<file path="src/rtl/msg_loader.sv">
module msg_loader #(
  parameter int TICK_DIV  = 1302,
  parameter int BUF_DEPTH = 8192,
  localparam int AW = $clog2(BUF_DEPTH),
  localparam int LW = $clog2(BUF_DEPTH + 1),
  localparam int TW = $clog2(TICK_DIV + 1)
) (
  input  logic          clk,
  input  logic          rst_n,
  input  logic          rxd,
  output logic          wr_en,
  output logic [AW-1:0] wr_addr,
  output logic [7:0]    wr_data,
  output logic [LW-1:0] msg_len,
  output logic          embed_go,
  output logic          frame_err
);

  typedef enum logic [1:0] {S_START, S_DATA, S_STOP} rx_state_t;

  logic [1:0]    rx_sync;
  logic [TW-1:0] pre;
  rx_state_t     st;
  logic [3:0]    smp;
  logic [2:0]    bitn;
  logic [7:0]    shreg;
  logic          armed, byte_ok, byte_bad;
  logic [1:0]    hdr_n;
  logic [7:0]    hdr_hi;
  logic [LW-1:0] wcnt, len_c;

  wire rx_s = rx_sync[1];
  wire tick = (pre == TW'(TICK_DIV - 1));
  wire [15:0] hdr_full = {hdr_hi, shreg};

  always_comb
    if (32'(hdr_full) > BUF_DEPTH) len_c = LW'(BUF_DEPTH);
    else                           len_c = LW'(hdr_full);

  always_ff @(posedge clk) begin
    if (!rst_n) begin
      rx_sync <= 2'b11;
      pre     <= '0;
    end else begin
      rx_sync <= {rx_sync[0], rxd};
      pre     <= tick ? '0 : pre + 1'b1;
    end
  end

  always_ff @(posedge clk) begin
    if (!rst_n) begin
      st <= S_START; smp <= '0; bitn <= '0; shreg <= '0;
      armed <= 1'b0; byte_ok <= 1'b0; byte_bad <= 1'b0;
    end else begin
      byte_ok  <= 1'b0;
      byte_bad <= 1'b0;
      case (st)
        S_START:
          if (rx_s) begin
            smp <= '0; armed <= 1'b1;
          end else if (armed && tick) begin
            if (smp == 4'd7) begin
              st <= S_DATA; smp <= '0; bitn <= '0; armed <= 1'b0;
            end else smp <= smp + 1'b1;
          end
        S_DATA:
          if (tick) begin
            if (smp == 4'd15) begin
              shreg <= {rx_s, shreg[7:1]};
              smp   <= '0;
              if (bitn == 3'd7) st <= S_STOP;
              else bitn <= bitn + 1'b1;
            end else smp <= smp + 1'b1;
          end
        default:
          if (tick) begin
            if (smp == 4'd15) begin
              st <= S_START; smp <= '0;
              if (rx_s) byte_ok <= 1'b1;
              else      byte_bad <= 1'b1;
            end else smp <= smp + 1'b1;
          end
      endcase
    end
  end

  always_ff @(posedge clk) begin
    if (!rst_n) begin
      wr_en <= 1'b0; wr_addr <= '0; wr_data <= '0; msg_len <= '0;
      embed_go <= 1'b0; frame_err <= 1'b0;
      hdr_n <= '0; hdr_hi <= '0; wcnt <= '0;
    end else begin
      wr_en     <= 1'b0;
      frame_err <= byte_bad;
      if (byte_ok) begin
        if (hdr_n != 2'd2) begin
          hdr_hi <= shreg;
          hdr_n  <= hdr_n + 1'b1;
          if (hdr_n == 2'd1) begin
            msg_len <= len_c;
            if (len_c == '0) embed_go <= 1'b1;
          end
        end else if (!embed_go) begin
          wr_en   <= 1'b1;
          wr_addr <= wcnt[AW-1:0];
          wr_data <= shreg;
          wcnt    <= wcnt + 1'b1;
          if (wcnt + 1'b1 == msg_len) embed_go <= 1'b1;
        end
      end
    end
  end

  AST_WR_IN_RANGE: assert property (@(posedge clk) disable iff (!rst_n) wr_en |-> (LW'(wr_addr) < msg_len));
  AST_GO_HOLDS: assert property (@(posedge clk) disable iff (!rst_n) embed_go |=> embed_go);
  AST_NO_WR_AFTER_GO: assert property (@(posedge clk) disable iff (!rst_n) $past(embed_go) |-> !wr_en);
  AST_LEN_CAPPED: assert property (@(posedge clk) disable iff (!rst_n) msg_len <= LW'(BUF_DEPTH));
  AST_ERR_NO_WRITE: assert property (@(posedge clk) disable iff (!rst_n) frame_err |-> !wr_en);
  AST_ERR_PULSE: assert property (@(posedge clk) disable iff (!rst_n) frame_err |=> !frame_err);

endmodule

</file>
<file path="config.mk">
export PLATFORM = sky130hd
export DESIGN_NAME = msg_loader
export DESIGN_NICKNAME = d
export VERILOG_FILES = /design/src/rtl/msg_loader.sv
export SDC_FILE = /design/constraint.sdc
export NUM_CORES = 1
export LEC_CHECK = 0
export BUFFER_PORTS_ARGS = -buffer_cell sky130_fd_sc_hd__buf_2
export CAP_MARGIN = 10
export CORE_MARGIN = 4
export CORE_UTILIZATION = 60
export DETAILED_ROUTE_END_ITERATION = 6
export GPL_TIMING_DRIVEN = 0
export HOLD_SLACK_MARGIN = 0.1
export PLACE_DENSITY = 0.8
export SLEW_MARGIN = 20
export SYNTH_ARGS = -nofsm -noshare
export SYNTH_HDL_FRONTEND = slang
export SYNTH_SLANG_ARGS = --single-unit
export TNS_END_PERCENT = 5
</file>
<file path="constraint.sdc">
create_clock -name clk -period 4.9 [get_ports clk]
set_input_delay 0.49 -clock clk [delete_from_list [all_inputs] [get_ports clk]]
set_output_delay 0.49 -clock clk [all_outputs]
set_load 0.1 [all_outputs]
</file>
== Yosys cells after proc, flatten, opt, wreduce, memory -nomap -nowiden ==
Index checks and enable logic that the tools add are counted.

* Add/sub/neg operators: 5
* Order comparisons: 1
* Eq/ne operators: 18
* Muxes and demuxes: 34
* Bitwise logic cells: 6
* Reductions and logical operators: 20

{| class="wikitable"
|+ Operators by type and width
! kind !! count
|-
| 4-bit two-way mux || 6
|-
| 3-bit two-way mux || 6
|-
| 16-bit by 14-bit > comparator with 1-bit output, second input constant || 1
|-
| 2-bit two-way mux || 8
|-
| 2-bit != test, second input constant || 8
|-
| 3-bit AND reduction || 5
|-
| 14-bit by 1-bit adder with 14-bit output, second input constant || 1
|-
| 14-bit equality test || 1
|-
| 14-bit logical NOT || 1
|-
| 14-bit two-way mux || 1
|-
| 11-bit by 1-bit adder with 11-bit output, second input constant || 1
|-
| 11-bit equality test, second input constant || 1
|-
| 1-bit two-way mux || 11
|-
| 2-bit nonzero test || 5
|-
| 8-bit AND reduction || 1
|-
| 7-bit AND reduction || 1
|-
| 1-bit inverter || 6
|-
| 3-bit one-hot mux with 2 select lines || 1
|-
| 5-bit OR reduction || 1
|-
| 4-bit by 1-bit adder with 4-bit output, second input constant || 1
|-
| 2-bit by 1-bit equality test with 1-bit output, second input constant || 2
|-
| 4-bit by 3-bit equality test with 1-bit output, second input constant || 1
|-
| 4-bit equality test, second input constant || 1
|-
| 2-bit by 1-bit != test with 1-bit output, second input constant || 2
|-
| other kinds (10) || 11
|}

* Register bits after elaboration: 95
* Bits of input ports: 3
* Output and inout port bits: 38
* Logic and storage cells: 102

== Logic depth before layout (Yosys ltp) ==
Gate-level depths: netlist (run 1).

* Depth after elaboration: 6
* Mapped depth: 8
* Mapped depth without buffers: 7

== Worst setup path after synthesis (run 1) ==
OpenSTA, ideal clock, no wires.

* Path type: reg2reg
* Start: register msg_len[6]
* End: register embed_go
* Library setup time: 101 ps
* Arrival time: 2,051 ps
* Data required time: 4,799 ps
* Setup slack: 2,748 ps
* Cell stages (with the launch flop): 6
* Buffers on the path: 0
* Clock period less this slack: 2,152 ps
* Path through: dfxtp_1 -> xor2_1 -> a31o_2 -> a221oi_1 -> o2111ai_1 -> o41ai_1

* Longest elaborated chain between the ends: 4

{| class="wikitable"
|+ RTL lines
! item !! RTL line !! source
|-
| from (decl) || 14 || <nowiki>output logic [LW-1:0] msg_len,</nowiki>
|-
| from (signal assigned) || 100 || <nowiki>msg_len <= len_c;</nowiki>
|-
| 14-bit equality test || 108 || <nowiki>if (wcnt + 1'b1 == msg_len) embed_go <= 1'b1;</nowiki>
|-
| 1-bit two-way mux || 108 ||
|-
| 1-bit two-way mux || 103 || <nowiki>end else if (!embed_go) begin</nowiki>
|-
| 1-bit two-way mux || 96 || <nowiki>if (hdr_n != 2'd2) begin</nowiki>
|-
| to (signal assigned) || 90 || <nowiki>embed_go <= 1'b0; frame_err <= 1'b0;</nowiki>
|-
| to (signal assigned) || 101 || <nowiki>if (len_c == '0) embed_go <= 1'b1;</nowiki>
|-
| to (signal assigned) || 108 ||
|-
| to (decl) || 15 || <nowiki>output logic embed_go,</nowiki>
|}

Every way passes these cells.
A chain may end at the register's enable or synchronous reset.

== Final worst setup path (run 1) ==
* Start: register hdr_n[0]
* End: register msg_len[10]

* Longest elaborated chain between the ends: 2
* Elaborated cells on any way between the ends: 3
* Classes of those cells: eq/ne: 2; reduce/logical: 1

{| class="wikitable"
|+ RTL lines
! item !! RTL line !! source
|-
| from (decl) || 28 || <nowiki>logic [1:0] hdr_n;</nowiki>
|-
| from (signal assigned) || 98 || <nowiki>hdr_n <= hdr_n + 1'b1;</nowiki>
|-
| 2-bit != test / 2-bit by 1-bit equality test with 1-bit output (equally long branches) || 96, 99 ||
|-
| 3-bit AND reduction (no line) * || -- ||
|}

Mark *: on every way between the ends. The rest lies on a longest branch, timed or not.

==> metrics.csv, run 1 <==
stage,metric,value,unit
status,status,completed,
min_path,hp-class,input port to flip-flop,
floorplan,die-area,8630,um2
job,max_cap_violations,0,
timing,relSlewSlack,52.9,%
final_layout,multi_input_area,2270,um2
detailed_routing,routed_wl,9340,um
critical_path,required,5190,ps
clock_network,clkSlewWorstSetupHoldPaths,80,ps
logic_synthesis,avgSynthCellArea,8.90,um2
detailed_routing,drtPass1Iterations,4,
min_path,min_from,rxd,
global_routing,grtUsageTotal,22.6,%
timing,rsz0062_at_grt,no,
final_layout,drive_gt1_share,13.7,%
placement,pre_cts_ws,2700,ps
logic_synthesis,yosysTopAreaCell,dfxtp_1,
logic_synthesis,syn_inst,486,
final_layout,diodes,0,
clock_network,cts_made_buffers,9,
final_layout,syn_to_final_growth,11.2,%
timing,tightest_slew,705,ps
final_layout,nFillCells,616,
power_and_ir_drop,power,1260,uW
timing,hold_violations,0,
logic_synthesis,synth-main-ff-cell,dfxtp_1,
global_routing,groute.layer.met2.usage,40.9,%
logic_synthesis,synth_edf_count,0,
floorplan,core_area,6910,um2
global_routing,grt_antenna_before_repair,0,
global_routing,gr-max-usage-layer,met2,
final_layout,fin_nets,548,
timing,fin_hold_ws,310,ps
floorplan,io_pins,41,
final_layout,seq_area,1900,um2
global_routing,grt_overflow,0,
power_and_ir_drop,leakagePower,0.00184,uW
logic_synthesis,synth.area.top_cells,"dfxtp_1, nand2_1, a21boi_0, xnor2_1, nor2b_1",
critical_path,startpoint,hdr_n[0],
clock_network,hold_buffers,0,
timing,setup_viol,0,
detailed_routing,dr.first_iter.drc_count,135,
clock_network,clkLatencyLatePin,360,ps
timing,tns,0,ps
clock_network,ctsResizeCount,0,
placement,gp_congestion,0.982,
logic_synthesis,synth_seq_cells,95,
clock_network,cts_buffer_depth,2,
global_routing,grt_max_degree,15,
critical_path,crit_fanout,10,
timing,setup_ws,2640,ps
global_routing,grt_pass1_vias,3428,
logic_synthesis,syn-num-nets,497,
detailed_routing,avgRoutedWirePerCell,14.7,um
placement,portBuffers,40,
global_routing,met3_usage,3.82,%
logic_synthesis,yosys_warnings,0,
critical_path,worstSetupPathType,flip-flop to flip-flop,
clock_network,clock-sinks,95,
detailed_routing,vias,3556,
critical_path,rr_startpoint,hdr_n[0],
floorplan,fp.dieH,92.9,um
clock_network,post-cts-setup-buffer-count,0,
timing,final_max_slew_viol_count,0,
power_and_ir_drop,power.density,262,nW/um2
timing,fin_crit_sh,46.1,%
critical_path,worstPathArrival,2550,ps
logic_synthesis,netlist_area,4320,um2
timing,fin_worst_skew,6.91,ps
logic_synthesis,seq_area_frac_synth,44.0,%
detailed_routing,viasPerCell,5.58,
logic_synthesis,synth.distinct_cells,51,
floorplan,start_util,62.6,%
global_routing,met1_usage,25.7,%
critical_path,cp-start-kind,flip-flop,
floorplan,die_x,92.9,um
clock_network,cts_tree,yes,
final_layout,utilization,69.6,%
timing,clock.fmax,443,MHz
detailed_routing,postRouteAntennaNets,0,
clock_network,ctsRootBufferMaster,clkbuf_8,
logic_synthesis,synth_top_cell_area_share,44.0,%
clock_network,htree_levels,3,
placement,hpwl,6950,um
detailed_routing,drc,0,
critical_path,critPathCaptureType,flip-flop,
floorplan,fp-row-count,30,
power_and_ir_drop,vdd_drop_max,0.172,mV
logic_synthesis,async_reset_ff_share,0,%
global_routing,grt_pass1_wl,15600,um
timing,period_needed,2260,ps
-- logic make-up after synthesis --
family | count (synthesis) | share of synthesized area, %
and+or+nand+nor | 220 | 26.6
DFF | 95 | 44.0
AOI/OAI and AO/OA | 82 | 13.8
xor gates and xnor gates | 35 | 7.09
buffers and inverters | 34 | 3.47
muxes | 12 | 2.78
adders and majority gates | 8 | 2.31
-- sequential cells by signal, summed over array words and instances (netlist names), 3 cells and up --
register,count
shreg,8
msg_len,14
smp,4
wr_data,8
pre,11
bitn,3
hdr_hi,8
wr_addr,13
wcnt,14
-- worst max-delay path, stage by stage, from the launching register on --
cell,delay [ps]
dfxtp_1,360
inv_1,70
ha_1,250
nor2b_1,220
nand2_1,220
a2111oi_2,520
buf_2,320
a22oi_1,100
nor2b_1,130
-- Yosys cell counts (2+ instances only) --
cell type / count
a21boi_0: 40
a21oi_1: 5
a22oi_1: 13
a31oi_1: 3
and2_1: 11
and3_1: 9
and3b_1: 2
and4_1: 2
buf_2: 8
clkbuf_1: 19
dfxtp_1: 95
ha_1: 8
inv_1: 5
mux2i_1: 12
nand2_1: 89
nand2b_1: 3
nand3_1: 12
nand3b_1: 3
nand4_1: 11
nand4b_1: 2
nor2_1: 25
nor2b_1: 23
nor3_1: 7
nor4_1: 4
nor4_4: 2
o2111ai_1: 2
o21ai_0: 9
or3_1: 6
xnor2_1: 22
xor2_1: 13
-- report_power, final --
part | switching [uW] | internal [uW] | total (uW)
logic | 16.4 | 12.5 | 28.8
registers | 3.19 | 775 | 778
clock network | 258 | 193 | 451
-- per-layer routing --
layer  vias to the layer above  share of wire (%)
met5                         -                  0
met4                         0                1.9
met2                        91                 51
met3                        15                5.2
met1                      1677                 42
li1                       1773                  -
-- cell type report --
type | instances | share of cell area, %
repair buffers | 40 | 4.16
multi-input cells | 357 | 47.3
well taps | 96 | 2.50
clock inverters | 4 | 0.468
flip-flops and latches | 95 | 39.6
plain buffers | 29 | 2.73
inverters | 5 | 0.390
clock buffers | 11 | 2.94
-- layout by cell type (no fill, tap or decap), drive strengths merged, types with 3 or more instances in the layout --
cell	Yosys	routed
nand2	89	89
inv	5	5
nor4	6	6
clkinv	0	3
clkbuf	19	30
o21ai	9	9
nor2	25	25
dfxtp	95	95
a21oi	6	6
a21boi	40	40
nor3	7	7
nand4	11	11
xnor2	22	22
nand3b	3	3
and2	11	11
xor2	13	13
a31oi	3	3
mux2i	12	12
ha	8	8
nor2b	24	24
or3	6	6
a22oi	13	13
nand3	14	14
and3	9	9
nand2b	3	3
buf	9	49
-- worst paths after layout --
path	cells past startpoint	slack [ps]	end
max	8	2640	msg_len[10]
min	2	310	rx_sync[0]
max reg2reg	8	2640	msg_len[10]
min reg2reg	1	410	rx_sync[1]
-- through the flow --
| stage | instance area (um2) | cells |
|---|---|---|
| after floorplan | 4320 | 486 |
| after global placement | 4640 | 622 |
| after detailed placement | 4640 | 622 |
| after CTS | 4810 | 637 |
| after global routing | 4810 | 637 |
| final | 4810 | 637 |
No activity file was read; power rests on OpenSTA's default activity.
==> inputs of run 2 (changes only) <==
--- a/config.mk
+++ b/config.mk
@@ -8,11 +8,11 @@
 export BUFFER_PORTS_ARGS = -buffer_cell sky130_fd_sc_hd__buf_2
 export CAP_MARGIN = 10
 export CORE_MARGIN = 4
-export CORE_UTILIZATION = 60
+export CORE_UTILIZATION = 59
 export DETAILED_ROUTE_END_ITERATION = 6
 export GPL_TIMING_DRIVEN = 0
 export HOLD_SLACK_MARGIN = 0.1
-export PLACE_DENSITY = 0.8
+export PLACE_DENSITY = 0.78
 export SLEW_MARGIN = 20
 export SYNTH_ARGS = -nofsm -noshare
 export SYNTH_HDL_FRONTEND = slang
==> constraint.sdc (replaced) <==
create_clock -name clk -period 2.2 [get_ports clk]
set_input_delay 0.22 -clock clk [delete_from_list [all_inputs] [get_ports clk]]
set_output_delay 0.22 -clock clk [all_outputs]
set_load 0.1 [all_outputs]
==> metrics.csv, run 2 (same netlist as run 1, synthesis figures left out) <==
stage,metric,value,unit,change
final_layout,top_regs,"msg_len: 14 flops, wcnt: 14 flops, wr_addr: 13 flops",,
clock_network,cts_buffer_depth,2,,unchanged
floorplan,die_x,93.6,um,+0.77%
final_layout,final_cell_mix,"dfxtp_1, nand2_1, buf_2",,
critical_path,worstSetupPathType,flip-flop to flip-flop,,
detailed_routing,routed_wl,9570,um,+2.5%
timing,clock.fmax,469,MHz,+6.0%
clock_network,clkLatencyLatePin,360,ps,about the same
floorplan,core_area,6940,um2,+0.54%
timing,fin_hold_ws,350,ps,+40.3 ps
timing,fin_worst_skew,10.6,ps,+3.73 ps
final_layout,multi_input_area,2290,um2,+0.99%
floorplan,start_util,62.3,%,-0.34 points
clock_network,ctsRootBufferMaster,clkbuf_8,,
timing,tns,0,ps,unchanged
clock_network,clkSlewWorstSetupHoldPaths,80,ps,about the same
detailed_routing,dr.first_iter.drc_count,173,,+28%
final_layout,final_cells,638,,+0.16%
final_layout,fin_nets,549,,+0.18%
critical_path,worstPathArrival,2410,ps,-140 ps
clock_network,clock-sinks,95,,unchanged
timing,fin_crit_sh,96.9,%,+51 points
final_layout,final_common_cell,dfxtp_1,,
job,max_cap_violations,0,,unchanged
placement,hpwl,6980,um,+0.42%
final_layout,diodes,0,,unchanged
critical_path,cp-start-kind,flip-flop,,
critical_path,critPathCaptureType,flip-flop,,
detailed_routing,vias,3552,,-0.11%
timing,setup_viol,0,,unchanged
detailed_routing,postRouteAntennaNets,0,,unchanged
clock_network,htree_levels,3,,unchanged
power_and_ir_drop,vdd_drop_max,0.327,mV,+90%
detailed_routing,avgRoutedWirePerCell,15.0,um,+2.3%
placement,gp_congestion,0.909,,-7.5%
final_layout,final_area,4930,um2,+2.4%
clock_network,cts_tree,yes,,
timing,relSlewSlack,60.8,%,+7.9 points
min_path,hp-class,input port to flip-flop,,
global_routing,grt_max_degree,15,,unchanged
global_routing,grt_pass1_wl,16000,um,+2.6%
critical_path,required,2480,ps,-2710 ps
final_layout,syn_to_final_growth,13.9,%,
critical_path,crit_fanout,8,,-2
final_layout,drive_gt1_share,14.6,%,+0.90 points
timing,hold_violations,0,,unchanged
clock_network,post-cts-setup-buffer-count,0,,unchanged
status,status,completed,,
timing,period_needed,2130,ps,-128 ps
global_routing,grt_pass1_vias,3438,,+0.29%
timing,tightest_slew,588,ps,-116 ps
detailed_routing,viasPerCell,5.57,,-0.27%
floorplan,die-area,8760,um2,+1.5%
placement,post_dp_cell_area,4640,um2,unchanged
global_routing,grtUsageTotal,22.9,%,+0.30 points
final_layout,seq_area,1900,um2,about the same
placement,portBuffers,40,,unchanged
clock_network,cts_made_buffers,9,,unchanged
timing,rsz0062_at_grt,yes,,
floorplan,io_pins,41,,unchanged
placement,dp_cells,622,,unchanged
detailed_routing,drtPass1Iterations,4,,unchanged
floorplan,fp.dieH,93.6,um,+0.77%
final_layout,nFillCells,555,,-9.9%
floorplan,fp-row-count,30,,unchanged
timing,final_max_slew_viol_count,0,,unchanged
detailed_routing,drc,0,,unchanged
power_and_ir_drop,power.density,647,nW/um2,+150%
global_routing,grt_overflow,0,,unchanged
global_routing,grt_antenna_before_repair,0,,unchanged
power_and_ir_drop,leakagePower,0.00188,uW,+2.2%
-- run 2: metrics by stage --
stage                     utilization, %  power (uW)  setup slack [ps]
after floorplan                        -        1820              48.4
after global placement              66.9        1840              60.4
after detailed placement            66.9        1840             -4.35
after CTS                           70.7        3200              32.9
after global routing                70.9        3270              -105
final                               70.9        3190              68.7
-- run 2: final timing paths --
kind | depth (start not counted) | startpoint | slack (ps) | to
max | 5 | pre[7] | 70 | st[1]
min | 3 | rst_n | 350 | rx_sync[1]
max reg2reg | 5 | pre[7] | 70 | st[1]
min reg2reg | 1 | rx_sync[0] | 420 | rx_sync[1]
-- run 2: cell type report --
cell class                      count  area share [%]
Buffer                             29            2.72
Clock buffer                       12            3.15
Inverter                            5           0.381
Multi-Input combinational cell    357            46.6
Timing Repair Buffer               41            4.27
Sequential cell                    95            38.6
Tap cell                           96            2.44
Clock inverter                      3            1.83
-- run 2: report_power, final --
group	switching, uW	internal (uW)	leakage [uW]
logic	37.6	29.1	0.000995
clock network	575	812	0.000123
registers	7.57	1730	0.000767
-- run 2: timing repair --
item,in CTS,in global routing
setup endpoints to repair,10,36
pin swaps,0,1
hold buffers,1,0
resized for setup,1,7
endpoints found under the hold margin,1,0
-- run 2: worst max-delay path: stages, from the launching register on --
cell	delay, ps
dfxtp_1	340
or4_4	590
nor4_4	550
nand3_2	130
a21oi_2	220
mux2i_1	210
-- run 2: metal layers --
layer	global-route usage [%]	vias to the layer above	wire length (um)
li1	-	1779	-
met3	3.38	24	416
met1	26.7	1661	4130
met5	0	-	0
met2	40.7	88	4770
met4	11.3	0	245
==> inputs of run 3 (changes only) <==
--- a/config.mk
+++ b/config.mk
@@ -12,7 +12,7 @@
 export DETAILED_ROUTE_END_ITERATION = 6
 export GPL_TIMING_DRIVEN = 0
 export HOLD_SLACK_MARGIN = 0.1
-export PLACE_DENSITY = 0.78
+export PLACE_DENSITY = 0.75
 export SLEW_MARGIN = 20
 export SYNTH_ARGS = -nofsm -noshare
 export SYNTH_HDL_FRONTEND = slang
==> metrics.csv, run 3 (same netlist as run 1, synthesis figures left out) <==
stage,metric,value,unit,change
status,status,completed,,
final_layout,final_cell_mix,"dfxtp_1, nand2_1, buf_2",,
global_routing,grtUsageTotal,22.9,%,+0.030 points
global_routing,grt_max_degree,17,,+2
final_layout,diodes,0,,unchanged
clock_network,cts_tree,yes,,
timing,tightest_slew,575,ps,-13.3 ps
detailed_routing,viasPerCell,5.54,,-0.52%
critical_path,ff2ff_setup_slack,40,ps,-20 ps
global_routing,grt_pass1_vias,3314,,-3.6%
detailed_routing,postRouteAntennaNets,0,,unchanged
timing,final_max_slew_viol_count,0,,unchanged
floorplan,start_util,62.3,%,unchanged
critical_path,slowest_stage,or4_4,,
detailed_routing,vias,3539,,-0.37%
floorplan,core_area,6940,um2,unchanged
timing,fin_crit_sh,98.0,%,+1.1 points
clock_network,htree_levels,3,,unchanged
global_routing,grt_overflow,0,,unchanged
final_layout,utilization,70.8,%,-0.14 points
critical_path,critPathBufInv,0,,unchanged
floorplan,fp-row-count,30,,unchanged
min_path,hp-class,input port to flip-flop,,
placement,dp_cells,622,,unchanged
critical_path,cp-start-kind,flip-flop,,
final_layout,final_common_cell,dfxtp_1,,
critical_path,critPathCaptureType,flip-flop,,
critical_path,worstPathArrival,2440,ps,+30 ps
placement,portBuffers,40,,unchanged
final_layout,syn_to_final_growth,13.7,%,
final_layout,top_regs,"msg_len: 14 flops, wcnt: 14 flops, wr_addr: 13 flops",,
detailed_routing,drtPass1Iterations,4,,unchanged
power_and_ir_drop,power.density,630,nW/um2,-2.6%
floorplan,fp.dieH,93.6,um,unchanged
floorplan,die_x,93.6,um,unchanged
timing,relSlewSlack,61.4,%,+0.60 points
timing,period_needed,2160,ps,+24.2 ps
timing,tns,0,ps,unchanged
detailed_routing,dr.first_iter.drc_count,203,,+17%
floorplan,die-area,8760,um2,unchanged
power_and_ir_drop,leakagePower,0.00188,uW,about the same
final_layout,multi_input_area,2300,um2,+0.27%
placement,gp_congestion,0.851,,-6.3%
critical_path,path_cells,or4_4 > nor4_4 > nand3_2 > a21oi_2 > mux2i_1,,
floorplan,io_pins,41,,unchanged
critical_path,crit_family,simple AND/OR/NAND/NOR gates,,
timing,rsz0062_at_grt,yes,,
clock_network,cts_made_buffers,9,,unchanged
timing,setup_viol,0,,unchanged
critical_path,max_stage_delay,590,ps,about the same
clock_network,cts_buffer_depth,2,,unchanged
clock_network,clkSlewWorstSetupHoldPaths,90,ps,about the same
clock_network,clkLatencyLatePin,360,ps,about the same
final_layout,nFillCells,554,,-0.18%
final_layout,fin_nets,549,,unchanged
final_layout,drive_gt1_share,15.1,%,+0.53 points
timing,clock.fmax,464,MHz,-1.1%
clock_network,clock-sinks,95,,unchanged
placement,hpwl,6930,um,-0.61%
clock_network,ctsRootBufferMaster,clkbuf_8,,
detailed_routing,routed_wl,9450,um,-1.2%
timing,hold_violations,0,,unchanged
timing,fin_worst_skew,10.4,ps,-0.189 ps
job,max_cap_violations,0,,unchanged
detailed_routing,drc,0,,unchanged
final_layout,final_cells,639,,+0.16%
power_and_ir_drop,vdd_drop_max,0.355,mV,+8.5%
clock_network,post-cts-setup-buffer-count,0,,unchanged
critical_path,worstSetupPathType,flip-flop to flip-flop,,
global_routing,grt_pass1_wl,16000,um,about the same
final_layout,seq_area,1900,um2,unchanged
detailed_routing,avgRoutedWirePerCell,14.8,um,-1.4%
critical_path,required,2480,ps,about the same
global_routing,grt_antenna_before_repair,0,,unchanged
critical_path,crit_fanout,8,,unchanged
[run 3: worst paths after layout]
check	startpoint	endpoint	cells after the start
min	rst_n	rx_sync[1]	3
max reg2reg	pre[5]	st[1]	5
min reg2reg	rx_sync[0]	rx_sync[1]	1
max	pre[5]	st[1]	5
[run 3: metrics by stage]
| step | worst slack [ps] | area [um2] | total power [uW] | hold slack [ps] |
|---|---|---|---|---|
| 6_report | 44.5 | 4920 | 3100 | 345 |
| 5_1_grt | -196 | 4920 | 3220 | 402 |
| 4_1_cts | 15.0 | 4900 | 3120 | 330 |
| 3_5_place_dp | 2.88 | 4640 | 1840 | 421 |
| 3_3_place_gp | 40.0 | 4640 | 1840 | 389 |
| 2_1_floorplan | 48.4 | 4320 | 1820 | 321 |
[run 3: cell type report]
class                      instances  share of cell area [%]
multi-input combinational        357                    46.8
sequential                        95                    38.7
buffer                            29                    2.72
timing repair buffer              41                    4.28
inverter                           5                   0.382
clock buffer                      10                    2.80
tap                               96                    2.44
clock inverter                     6                    1.86
[run 3: tightest hold or removal path: stages]
cell and delay [ps]:
buf_2 120, clkbuf_1 210, nand2b_1 120
[run 3: power breakdown]
| part | internal, uW | switching (uW) | leakage [uW] |
|---|---|---|---|
| logic | 28.9 | 37.0 | 0.000999 |
| clock network | 680 | 619 | 0.000117 |
| registers | 1730 | 7.59 | 0.000767 |
[run 3: layer usage]
layer | up-vias | wire length, um | GRT usage, %
met2 | 67 | 4850 | 39.7
met4 | 0 | 152 | 9.15
met1 | 1669 | 4060 | 27.8
li1 | 1788 | - | -
met3 | 15 | 388 | 4.51
met5 | - | 0 | 0
[run 3: repair_timing]
action / 4_1_cts / 5_1_grt
endpoints found under the hold margin: 1 / 0
hold buffers: 1 / 0
setup endpoints to repair: 8 / 37
cloned: 0 / 0
pin swaps: 0 / 2
resized for setup: 1 / 8
